## config.mk

```make
export PLATFORM = sky130hd
export DESIGN_NAME = slot_branch_resolver
export DESIGN_NICKNAME = d
export VERILOG_FILES = /design/src/rtl/sbr_pkg.sv /design/src/rtl/sbr_decode.sv /design/src/rtl/sbr_target.sv /design/src/rtl/sbr_outreg.sv /design/src/rtl/slot_branch_resolver.sv
export SDC_FILE = /design/constraint.sdc
export NUM_CORES = 1
export LEC_CHECK = 0
export ABC_AREA = 1
export BUFFER_PORTS_ARGS = -buffer_cell sky130_fd_sc_hd__buf_4
export CAP_MARGIN = 20
export CORE_ASPECT_RATIO = 1.25
export CORE_MARGIN = 2
export CORE_UTILIZATION = 35
export DETAILED_ROUTE_END_ITERATION = 10
export GPL_ROUTABILITY_DRIVEN = 0
export HOLD_SLACK_MARGIN = 0.1
export SYNTH_ARGS = -nofsm -noshare
export SYNTH_HDL_FRONTEND = slang
export SYNTH_SLANG_ARGS = --single-unit
```

## constraint.sdc

```tcl
create_clock -name clk -period 0.9 [get_ports clk]
set_clock_uncertainty 0.2 [all_clocks]
set_input_delay 0.225 -clock clk [delete_from_list [all_inputs] [get_ports clk]]
set_output_delay 0.225 -clock clk [all_outputs]
set_load 0.01 [all_outputs]
```

## src/rtl/sbr_pkg.sv

```systemverilog
package sbr_pkg;
  typedef enum logic [2:0] {
    BK_NONE  = 3'd0,
    BK_DISP  = 3'd1,
    BK_CONDT = 3'd2,
    BK_CONDF = 3'd3,
    BK_RABS  = 3'd4,
    BK_RREL  = 3'd5,
    BK_RET   = 3'd6
  } br_kind_e;
endpackage

```

## src/rtl/sbr_decode.sv

```systemverilog
module sbr_decode
  import sbr_pkg::*;
(
  input  logic [15:0] insn,
  output br_kind_e    kind,
  output logic        is_call
);
  logic [3:0] nb3, nb2, nb1, nb0;

  always_comb begin
    nb3 = insn[15:12];
    nb2 = insn[11:8];
    nb1 = insn[7:4];
    nb0 = insn[3:0];
  end

  always_comb begin
    kind = BK_NONE;
    if (nb3 == 4'hA || nb3 == 4'hB)
      kind = BK_DISP;
    else if (nb3 == 4'h8 && nb2 == 4'hD)
      kind = BK_CONDT;
    else if (nb3 == 4'h8 && nb2 == 4'hF)
      kind = BK_CONDF;
    else if (nb3 == 4'h4 && nb0 == 4'hB && (nb1 == 4'h0 || nb1 == 4'h2))
      kind = BK_RABS;
    else if (nb3 == 4'h0 && nb0 == 4'h3 && (nb1 == 4'h0 || nb1 == 4'h2))
      kind = BK_RREL;
    else if (insn == 16'h000B)
      kind = BK_RET;
  end

  always_comb begin
    is_call = (nb3 == 4'hB) || (nb3 == 4'h4 && nb1 == 4'h0 && nb0 == 4'hB);
  end
endmodule

```

## src/rtl/sbr_target.sv

```systemverilog
module sbr_target
  import sbr_pkg::*;
#(
  parameter int AW = 32
) (
  input  br_kind_e      kind,
  input  logic [15:0]   insn,
  input  logic [AW-1:0] pc,
  input  logic          t_flag,
  input  logic [AW-1:0] link_in,
  input  logic [AW-1:0] gpr_data,
  output logic          slot,
  output logic [AW-1:0] fault,
  output logic [AW-1:0] resume,
  output logic [AW-1:0] pc_plus4
);
  localparam int D12W = 12;
  localparam int D8W  = 8;

  logic [AW-1:0] pc_plus2;
  logic [AW-1:0] off12;
  logic [AW-1:0] off8;
  logic          take;

  always_comb begin
    pc_plus2 = pc + AW'(2);
    pc_plus4 = pc + AW'(4);
    off12    = {{(AW-D12W-1){insn[D12W-1]}}, insn[D12W-1:0], 1'b0};
    off8     = {{(AW-D8W-1){insn[D8W-1]}}, insn[D8W-1:0], 1'b0};
    take     = (kind == BK_CONDT) ? t_flag : !t_flag;
  end

  always_comb begin
    slot = (kind != BK_NONE);
    unique case (kind)
      BK_DISP:           resume = pc_plus4 + off12;
      BK_CONDT, BK_CONDF: resume = take ? (pc_plus4 + off8) : pc_plus4;
      BK_RABS:           resume = gpr_data;
      BK_RREL:           resume = pc_plus4 + gpr_data;
      BK_RET:            resume = link_in;
      default:           resume = pc_plus2;
    endcase
    fault = slot ? pc_plus2 : pc;
  end
endmodule

```

## src/rtl/sbr_outreg.sv

```systemverilog
module sbr_outreg #(
  parameter int AW = 32
) (
  input  logic          clk,
  input  logic          rst_n,
  input  logic          en,
  input  logic          slot_d,
  input  logic [AW-1:0] fault_d,
  input  logic [AW-1:0] resume_d,
  input  logic          call_d,
  input  logic [AW-1:0] link_d,
  output logic          valid_q,
  output logic          slot_q,
  output logic [AW-1:0] fault_q,
  output logic [AW-1:0] resume_q,
  output logic          call_q,
  output logic [AW-1:0] link_q
);
  logic          slot_n;
  logic [AW-1:0] fault_n;
  logic [AW-1:0] resume_n;
  logic [AW-1:0] link_n;

  always_comb begin
    slot_n   = en ? slot_d   : slot_q;
    fault_n  = en ? fault_d  : fault_q;
    resume_n = en ? resume_d : resume_q;
    link_n   = en ? link_d   : link_q;
  end

  always_ff @(posedge clk or negedge rst_n) begin
    if (!rst_n) begin
      valid_q  <= 1'b0;
      slot_q   <= 1'b0;
      fault_q  <= '0;
      resume_q <= '0;
      call_q   <= 1'b0;
      link_q   <= '0;
    end else begin
      valid_q  <= en;
      call_q   <= en & call_d;
      slot_q   <= slot_n;
      fault_q  <= fault_n;
      resume_q <= resume_n;
      link_q   <= link_n;
    end
  end
endmodule

```

## src/rtl/slot_branch_resolver.sv

```systemverilog
module slot_branch_resolver
  import sbr_pkg::*;
#(
  parameter int AW = 32
) (
  input  logic          clk,
  input  logic          rst_n,
  input  logic          in_valid,
  input  logic [15:0]   insn,
  input  logic [AW-1:0] pc,
  input  logic          t_flag,
  input  logic [AW-1:0] link_in,
  output logic [3:0]    gpr_sel,
  input  logic [AW-1:0] gpr_data,
  output logic          out_valid,
  output logic          slot_flag,
  output logic [AW-1:0] fault_addr,
  output logic [AW-1:0] resume_pc,
  output logic          link_we,
  output logic [AW-1:0] link_val
);
  br_kind_e      kind;
  logic          is_call;
  logic          slot_c;
  logic [AW-1:0] fault_c;
  logic [AW-1:0] resume_c;
  logic [AW-1:0] pc4_c;

  assign gpr_sel = insn[11:8];

  sbr_decode u_dec (
    .insn    (insn),
    .kind    (kind),
    .is_call (is_call)
  );

  sbr_target #(.AW(AW)) u_tgt (
    .kind     (kind),
    .insn     (insn),
    .pc       (pc),
    .t_flag   (t_flag),
    .link_in  (link_in),
    .gpr_data (gpr_data),
    .slot     (slot_c),
    .fault    (fault_c),
    .resume   (resume_c),
    .pc_plus4 (pc4_c)
  );

  sbr_outreg #(.AW(AW)) u_out (
    .clk      (clk),
    .rst_n    (rst_n),
    .en       (in_valid),
    .slot_d   (slot_c),
    .fault_d  (fault_c),
    .resume_d (resume_c),
    .call_d   (is_call),
    .link_d   (pc4_c),
    .valid_q  (out_valid),
    .slot_q   (slot_flag),
    .fault_q  (fault_addr),
    .resume_q (resume_pc),
    .call_q   (link_we),
    .link_q   (link_val)
  );
endmodule

```

# Word-level counts from Yosys, hierarchy flattened
# Cells that the tools add are included.
# totals
reg_bits	99
in_bits	116
output_inout_bits	103
wordCells	54
# op_classes
n_addsub	5
n_eq_ne	16
muxes	10
n_bitwise	1
n_reduce_logical	16
# ops
operator	count
$pmux W32 S5	1
$add A32 B32 Y32	3
$mux W32	2
$add A32 B2 Y32 const B	1
$add A32 B3 Y32 const B	1
$eq A4 B4 Y1 const B	6
$mux W3	6
$eq A16 B4 Y1 const B	1
$eq A3 B3 Y1 const B	3
$eq A4 B2 Y1 const B	2
$logic_and A1 B1 Y1	8
$logic_not A4 Y1	2
$eq A3 B2 Y1 const B	2
$eq A4 B3 Y1 const B	1
$eq A3 B1 Y1 const B	1
$logic_or A1 B1 Y1	3
$reduce_bool A3 Y1	1
$reduce_or A2 Y1	1
$and A1 B1 Y1	1
$logic_not A1 Y1	1
$mux W1	1

# Depth between registers and ports, before layout
# Gate-level depths: netlist of the first run.
# depth
word_depth	12
mapped_depth	25
mapped_depth_nobuf	25

# By module
# Synthesis of the first run repeated with hierarchy kept, for this count alone.
# unflattened
cells_unflattened	2192
hier_area_um2	12756.0
# by_module_without_submodules
module	instances	cells_per_inst	area_each_um2	seq_area_each_um2
sbr_target	1	1731	8808.4	0.0
sbr_outreg	1	414	3723.6	2477.4
sbr_decode	1	43	193.9	0.0
slot_branch_resolver	1	4	30.0	0.0

# Least setup slack after synthesis of the first run
# OpenSTA, ideal clock, no wires.
# synth_timing
path_kind	input port to flip-flop
startpoint	in pc[2]
endpoint	reg u_out.resume_q[15]
setup_time_ps	116
arrival_ps	2611
required_time_ps	584
slack_ps	-2027
path_stages	19
n_path_buf	0
cell_sequence	ha_1 > nand2_1 > nor3_4 > inv_2 > nor2_4 > xor2_1 > inv_1 > ha_1 > a21oi_1 > o21bai_1 > a21oi_1 > nand2_1 > or2_2 > nand3_1 > nand2_1 > nor3_1 > nand2_1 > nand2_1 > nand2_1
# synth_via
elab_chain_cells	4
elab_cells_between_ends	7
classes_between	add/sub: 5; mux: 2
# synth_rtl
item	line	source
start: declaration	slot_branch_resolver.sv:10	input logic [AW-1:0] pc,
$add A32 B3 Y32 (*)	sbr_target.sv:27	pc_plus4 = pc + AW'(4);
net pc4_c[12]	slot_branch_resolver.sv:27	logic [AW-1:0] pc4_c;
$add A32 B32 Y32	sbr_target.sv:37	BK_CONDT, BK_CONDF: resume = take ? (pc_plus4 + off8) : pc_plus4;
$mux W32	sbr_target.sv:37	
$pmux W32 S5 (*)	sbr_target.sv:35	unique case (kind)
end signal: assignment	sbr_outreg.sv:44	resume_q <= resume_n;
end: declaration	sbr_outreg.sv:15	output logic [AW-1:0] resume_q,
# The timed path passes the listed nets; every way through them passes the cells marked *.
# A chain may end at the register's enable or synchronous reset.

# Worst setup path after layout of the first run
# layout_timing
startpoint	in pc[2]
endpoint	reg u_out.resume_q[13]
# The elaborated chain is that of the path after synthesis.

==> metrics, run 1 <==
CTS buffer count=9; Mean Syn Cell Area=5.85 um2; Starting Density=35.5%; share of cells above drive strength 1=50.5%; slew margin rel.=71.5%; CP endpoint kind=flop; core area=0.0372 mm2; PD cells=939 mW/mm2; Max FO, Critical Path=4; slew at the pin closest to its max-slew limit=425 ps; FF+latch count, synth=98; GRT overflow=0; final slew viol count=0; Synth area leader=nand2_1; Clk Latency, worst-skew pair=370 ps; placed instance area=0.0207 mm2; Sw Ratio=42.3%; top post-synthesis cells by area=nand2_1 22%, dfrtp_1 19%, inv_1 9.1%, ha_1 8.5%, nand3_1 7.5%; syn nets=2460; status=finished with violations; final core utilization=68.6%; largest net degree at the start of global routing=45; clk slew on worst S/H paths=80 ps; DIE WIDTH=178 um; H-tree depth=3; DR WL/cell=20.3 um; Ant. Diodes=0; area grow syn2layout=93.6%; peak supply drop=854 uV; Post-synth ARST share=100%; Total Routing Usage GR=34.5%; sequential power share=22.1%; worst min-delay path class=input pin to flop; Die Y=221 um; initial antenna violation count=0; port buffer count=218; final hold slack=-147 ps; CTS root buffer=clkbuf_16; fmax=325 MHz; Sink Count=98; most frequent cells in the layout=631 x buf_4, 621 x nand2_1, 256 x inv_1; initial drt markers=1638; Leak=12.7 nW; mapped cell area=0.0132 mm2; placed instance count=3454; register area share after synthesis=18.6%; number of core rows=79; Tcrit/Tclk final=342%; Via density=5.44; EDFF count, synth=0; setup_tns=-151300 ps; fillers=2876; vias in the first global route=19000; crit path DAT=3150 ps; IO Count=219; Routed WL=72600 um; Final WS setup=-2180 ps; synth warn=0; Comb pwr share=61.3%; non-filler cells, final=3573; most common cell after layout, fill and taps aside=buf_4; Max Cap Viol=0; die area=0.0392 mm2; DRC viols=0; final setup fails=197; Initial DRT Pass Iterations=6; Detail Route Antenna Nets=0; Pint=0.0138 W; nets=3290; startpoint types=input pin; vias=19400; post-route minimum period=3080 ps; Critical Path RT=980 ps; Syn Inst Count=2252; first-pass GRT wire length=104000 um; dpl hpwl=53900 um; Finished Cell Area=0.0255 mm2; top cell type's share of synthesized area=22.0%; Psw=0.0101 W; failing checks=hold timing, setup timing; RSZ-0062 raised after global routing=true; Final Hold Violating Endpoints=2; ys flop type=dfrtp_1; CTS tree=done; clock buffer depth=2; clock share of power=16.6%; critical path class=input pin to flop; Yosys cell types=59
layer usage:
layer | track usage, % | part of all wire [%]
met3 | 4.05 | 7.2
met1 | 41.6 | 38
met5 | 0 | 0
met2 | 58.4 | 47
met4 | 20.8 | 8.0
worst max-delay path: stages:
cell and delay (ps):
buf_8 90, ha_4 140, nand2_4 70, nor3_4 120, buf_6 160, buf_4 120, buf_6 100, xor2_4 190
inv_2 100, ha_4 240, nand2_1 120, inv_2 80, a21oi_2 200, nor2_1 80, nor2_1 180, nand2_2 120
buf_6 140, xnor2_2 170, nor2_1 80, nor2_2 180, nand3_1 110, nand3_1 80, nand2_1 50
final cells by class:
type	count	area, um2	share of cell area [%]
multi-input cells	1770	13000	50.9
clock inverters	6	55.1	0.216
inverters	332	1340	5.27
repair inverters	1	8.76	0.0343
flip-flops and latches	98	2450	9.62
repair buffers	870	7810	30.6
clock buffers	10	229	0.898
well taps	486	608	2.38
path summary, 6_finish.rpt:
| path | slack, ps | start | depth (start not counted) | end |
|---|---|---|---|---|
| min in group asynchronous | 160 | rst_n | 3 | u_out.link_q[26] |
| min | -150 | pc[2] | 2 | u_out.link_q[2] |
| max reg2reg | -140 | u_out.fault_q[29] | 3 | u_out.fault_q[29] |
| min reg2reg | 310 | u_out.resume_q[23] | 2 | u_out.resume_q[23] |
| max in group asynchronous | 70 | rst_n | 3 | u_out.fault_q[3] |
| max | -2180 | pc[2] | 23 | u_out.resume_q[13] |
kinds of logic after synthesis:
kind of cell / share of synthesized area [%]
and+or+nand+nor: 43.1
buffers and inverters: 11.4
AOI/OAI and AO/OA: 13.7
DFF: 18.6
adders and majority gates: 8.85
xor gates and xnor gates: 4.31
what timing repair did:
action,4_1_cts,5_1_grt
pin swaps,101,170
gates cloned,5,1
buffers inserted,65,41
resized for setup,525,333
endpoints found under the setup margin,197,198
hold buffers,1,1
hold endpoints to repair,124,11
sequential cells by signal (all words and copies together) (netlist names):
register / count
u_out.fault_q: 32
u_out.resume_q: 32
u_out.link_q: 31
u_out.call_q: 1
u_out.slot_q: 1
u_out.valid_q: 1
cells in the mapped netlist, types with 15 or more instances:
library cell	instances
nand4_1	41
buf_2	15
dfrtp_1	98
o211ai_1	19
xor2_1	51
inv_1	319
clkbuf_1	24
nor2_1	196
a21oi_1	136
nand2_1	773
ha_1	90
nor3_1	30
nand3_1	197
o21ai_0	80
power groups by stage:
stage	combinational (W)	clock (W)	sequential, W
2_1_floorplan	0.00521	0	0.00540
3_3_place_gp	0.0110	0	0.00527
3_5_place_dp	0.0112	0	0.00526
4_1_cts	0.0130	0.00402	0.00527
5_1_grt	0.0156	0.00416	0.00534
6_report	0.0147	0.00397	0.00530
metrics by stage:
step	power, W	worst slack [ps]
after global placement	0.0163	-2800
final	0.0240	-2180
after floorplan	0.0106	-1920
after global routing	0.0251	-2410
after detailed placement	0.0164	-2860
after CTS	0.0223	-2010
Note: power is estimated with default switching activity, not from simulation.
==> run 2: changes to the inputs <==
--- a/config.mk
+++ b/config.mk
@@ -5,15 +5,15 @@
 export SDC_FILE = /design/constraint.sdc
 export NUM_CORES = 1
 export LEC_CHECK = 0
-export ABC_AREA = 1
 export BUFFER_PORTS_ARGS = -buffer_cell sky130_fd_sc_hd__buf_4
 export CAP_MARGIN = 20
 export CORE_ASPECT_RATIO = 1.25
 export CORE_MARGIN = 2
-export CORE_UTILIZATION = 35
+export CORE_UTILIZATION = 57
 export DETAILED_ROUTE_END_ITERATION = 10
 export GPL_ROUTABILITY_DRIVEN = 0
 export HOLD_SLACK_MARGIN = 0.1
+export PLACE_DENSITY = 0.82
 export SYNTH_ARGS = -nofsm -noshare
 export SYNTH_HDL_FRONTEND = slang
 export SYNTH_SLANG_ARGS = --single-unit
==> run 2 against run 1 <==
- the run now fails in clock tree synthesis (4_1_cts)
- area after synthesis decreased by 18%
- synthesized cell count decreased by 37%
==> metrics, run 2 <==
largest family of logic cells by synthesized area=compound AO/OA/AOI/OAI gates; commonest cells in the netlist=190 x nor2_1, 153 x a21oi_1, 123 x nand2_1; Synth Area in Compound Gates=26.8% (+13 points); Mean Syn Cell Area=7.63 um2 (+30%); DIE WIDTH=127 um (-28%); xor/xnor share of the synthesized area=12.5% (+8.2 points); Synth area leader=dfrtp_1; simple-gate portion of the synthesized area=21.3% (-22 points); top post-synthesis cells by area=dfrtp_1 23%, ha_1 10%, a21oi_1 7.1%, xnor2_1 7.1%, nor2_1 6.6%; H-tree depth=3 (unchanged); Post-CTS Repair Setup Buffers=87 (+34%); FF+latch count, synth=98 (unchanged); Synth Area in Adders=10.8% (+2.0 points); port buffer count=218 (unchanged); number of core rows=56 (-29%); Post-synth ARST share=100% (unchanged); top cell type's share of synthesized area=22.7% (+0.70 points); Error=[ERROR DPL-0038] Utilization greater than 100%, impossible to legalize; CTS root buffer=clkbuf_16; most common cell in the netlist=nor2_1; EDFF count, synth=0 (unchanged); Yosys cell types=77 (+31%); clock buffer depth=2 (unchanged); multiplexer share of the synthesized area=0.985% (+0.99 points); Starting Density=57.9% (+22 points); ys flop type=dfrtp_1; CTS buffer count=9 (unchanged); placed instance count=2238 (-35%); register area share after synthesis=22.7% (+4.1 points); post-CTS sizing=432 (-18%); synth warn=0 (unchanged); IO Count=219 (unchanged); Die Y=158 um (-29%); Sink Count=98 (unchanged); Fail Step=clock tree synthesis (4_1_cts); dpl hpwl=47300 um (-12%); status=stopped before the end; syn nets=1622 (-34%); Syn Inst Count=1414 (-37%); mapped cell area=0.0108 mm2 (-18%)
-- run 2: logic make-up after synthesis --
kind of cell / after synthesis
xor gates and xnor gates: 154
DFF: 98
and+or+nand+nor: 491
AOI/OAI and AO/OA: 440
adders and majority gates: 92
buffers and inverters: 129
muxes: 10
-- run 2: stage by stage --
step | area (um2) | setup slack, ps
global placement | 16900 | -3220
floorplan | 12100 | -2800
detailed placement | 16900 | -3470
==> run 3: changes to the inputs <==
--- a/config.mk
+++ b/config.mk
@@ -7,13 +7,11 @@
 export LEC_CHECK = 0
 export BUFFER_PORTS_ARGS = -buffer_cell sky130_fd_sc_hd__buf_4
 export CAP_MARGIN = 20
-export CORE_ASPECT_RATIO = 1.25
 export CORE_MARGIN = 2
-export CORE_UTILIZATION = 57
+export CORE_UTILIZATION = 40
 export DETAILED_ROUTE_END_ITERATION = 10
 export GPL_ROUTABILITY_DRIVEN = 0
-export HOLD_SLACK_MARGIN = 0.1
-export PLACE_DENSITY = 0.82
+export PLACE_DENSITY_LB_ADDON = 0.15
 export SYNTH_ARGS = -nofsm -noshare
 export SYNTH_HDL_FRONTEND = slang
 export SYNTH_SLANG_ARGS = --single-unit
==> run 3 against run 2 <==
- the flow now finishes, with violations (hold timing, setup timing)
- area after synthesis is the same
- synthesized cell count is the same
==> metrics, run 3 <==
Leak=9.22 nW; CTS root buffer=clkbuf_16; Routed WL=56500 um; Total Routing Usage GR=35.7%; most common cell in the netlist=nor2_1; number of core rows=60 (+7.1%); Pint=0.0132 W; Synth Area in Adders=10.8% (unchanged); dpl ws=-3260 ps (+203 ps); Worst R2R Start=u_out.resume_q[30]; HP Start=gpr_data[0]; final hold slack=-13.4 ps; DRC viols=0; Starting Density=40.4% (-18 points); final core utilization=77.5%; GRT overflow=0; FF+latch count, synth=98 (unchanged); PD cells=1030 mW/mm2; peak supply drop=880 uV; final slew viol count=0; Detail Route Antenna Nets=0; share of cells above drive strength 1=57.1%; met2 wire len=26900 um; register area share after synthesis=22.7% (unchanged); status=finished with violations; slew at the pin closest to its max-slew limit=1130 ps; RSZ-0062 raised after global routing=true; largest net degree at the start of global routing=55; Psw=0.00801 W; syn nets=1622 (unchanged); slew margin rel.=24.3%; critical path class=input pin to flop; vias in the first global route=14400; clock buffer depth=2 (unchanged); top post-synthesis cells by area=dfrtp_1 23%, ha_1 10%, a21oi_1 7.1%, xnor2_1 7.1%, nor2_1 6.6%; multiplexer share of the synthesized area=0.985% (unchanged); Metal-1 WL=20500 um; ys flop type=dfrtp_1; Critical Path RT=960 ps; Via density=6.09; Die Y=168 um (+6.6%); Sink Count=98 (unchanged); failing checks=hold timing, setup timing; Sw Ratio=37.7%; post-route minimum period=3650 ps; dpl hpwl=39000 um (-17%); Syn Inst Count=1414 (unchanged); first-pass GRT wire length=78400 um; Synth area leader=dfrtp_1; CTS buffer count=9 (unchanged); initial antenna violation count=0; CTS Hold Buffers Added=1; Comb pwr share=55.7%; commonest cells in the netlist=190 x nor2_1, 153 x a21oi_1, 123 x nand2_1; top cell type's share of synthesized area=22.7% (unchanged); EDFF count, synth=0 (unchanged); Final WS setup=-2750 ps; area grow syn2layout=91.8%; initial drt markers=1493; Setup crit start=pc[2]; Largest regs=u_out.fault_q (32), u_out.resume_q (32), u_out.link_q (31); Tcrit/Tclk final=405%; worst min-delay path class=input pin to flop; clock share of power=19.7%; die area=0.0283 mm2; clk slew on worst S/H paths=70 ps; Yosys cell types=77 (unchanged); final setup fails=200; synth warn=0 (unchanged); CTS tree=done; most frequent cells in the layout=597 x buf_4, 154 x nor2_1, 122 x buf_6; Clk Latency, worst-skew pair=350 ps; DR WL/cell=23.2 um; Initial DRT Pass Iterations=8; startpoint types=input pin; top routing layer used=met4; crit path DAT=3700 ps; simple-gate portion of the synthesized area=21.3% (unchanged); met3 wire len=4400 um; Max Cap Viol=0; sequential power share=24.6%; largest family of logic cells by synthesized area=compound AO/OA/AOI/OAI gates; DIE WIDTH=168 um (+32%); port buffer count=218 (unchanged); fmax=274 MHz; Synth Area in Compound Gates=26.8% (unchanged); xor/xnor share of the synthesized area=12.5% (unchanged); most common cell after layout, fill and taps aside=buf_4; Ant. Diodes=0; Mean Syn Cell Area=7.63 um2 (unchanged); nets=2301; IO Count=219 (unchanged); CP endpoint kind=flop; setup_tns=-175220 ps; Final Hold Violating Endpoints=1; Max FO, Critical Path=4; core area=0.0267 mm2; Post-synth ARST share=100% (unchanged); vias=14800; mapped cell area=0.0108 mm2 (unchanged); H-tree depth=3 (unchanged)
run 3: cell counts after synthesis:
Identical to the previous run, type by type.
run 3: what timing repair did:
item,in CTS,in global routing
gates cloned,3,2
resized for setup,306,267
endpoints found under the hold margin,100,1
setup endpoints to repair,200,200
buffers inserted,46,61
pin swaps,162,162
run 3: final timing paths:
kind | end | slack, ps | cells past startpoint
min in group asynchronous | u_out.fault_q[21] | 210 | 3
setup reg to reg | u_out.resume_q[30] | -720 | 5
hold / removal | u_out.resume_q[0] | -10 | 3
setup / recovery | u_out.resume_q[17] | -2750 | 20
max in group asynchronous | u_out.link_q[11] | 50 | 3
hold reg to reg | u_out.resume_q[11] | 320 | 1
run 3: kinds of logic after synthesis:
group | Yosys count
AND/OR/NAND/NOR | 491
AO/OA/AOI/OAI | 440
XOR/XNOR | 154
buffers and inverters | 129
flip-flops | 98
adder cells (fa/ha/maj) | 92
multiplexers | 10
run 3: critical path: stages:
cell and delay, ps:
buf_8 80, ha_4 150, nand3_4 70, buf_4 160, nor3_4 320, xor2_4 290
buf_6 140, buf_6 90, ha_2 280, buf_6 140, nor2_2 100, nor2_1 40
o22a_1 230, a21o_1 190, a21oi_2 160, o21ai_1 90, xor2_1 440, a221oi_2 120
buf_4 190, a311oi_2 190
run 3: final cells by class:
type | count | area (um2)
multi-input cells | 1188 | 10800
flip-flops and latches | 98 | 2450
inverters | 38 | 154
clock inverters | 5 | 80.1
repair buffers | 758 | 6590
fillers | 1731 | 6020
well taps | 341 | 427
clock buffers | 10 | 229
run 3: through the flow:
step / std cells / power, W / area (um2) / hold WS, ps
after floorplan: 1414 / 0.00991 / 12100 / -271
after global placement: 2328 / 0.0142 / 16800 / 35.0
after detailed placement: 2328 / 0.0143 / 16800 / 33.0
after CTS: 2391 / 0.0197 / 19100 / -17.3
after global routing: 2438 / 0.0221 / 20700 / -2.61
final: 2438 / 0.0212 / 20700 / -13.4
run 3: power by group through the flow:
stage,combinational [W],clock [W],sequential (W)
6_report,0.0118,0.00418,0.00523
5_1_grt,0.0125,0.00441,0.00526
4_1_cts,0.0103,0.00420,0.00518
3_5_place_dp,0.00908,0,0.00523
3_3_place_gp,0.00893,0,0.00524
2_1_floorplan,0.00454,0,0.00537
run 3: metal layers:
metal / up-vias / GRT usage [%]
met5: - / 0
met4: 0 / 23.4
met3: 290 / 5.78
met2: 919 / 60.7
met1: 7136 / 41.7
li1: 6498 / -
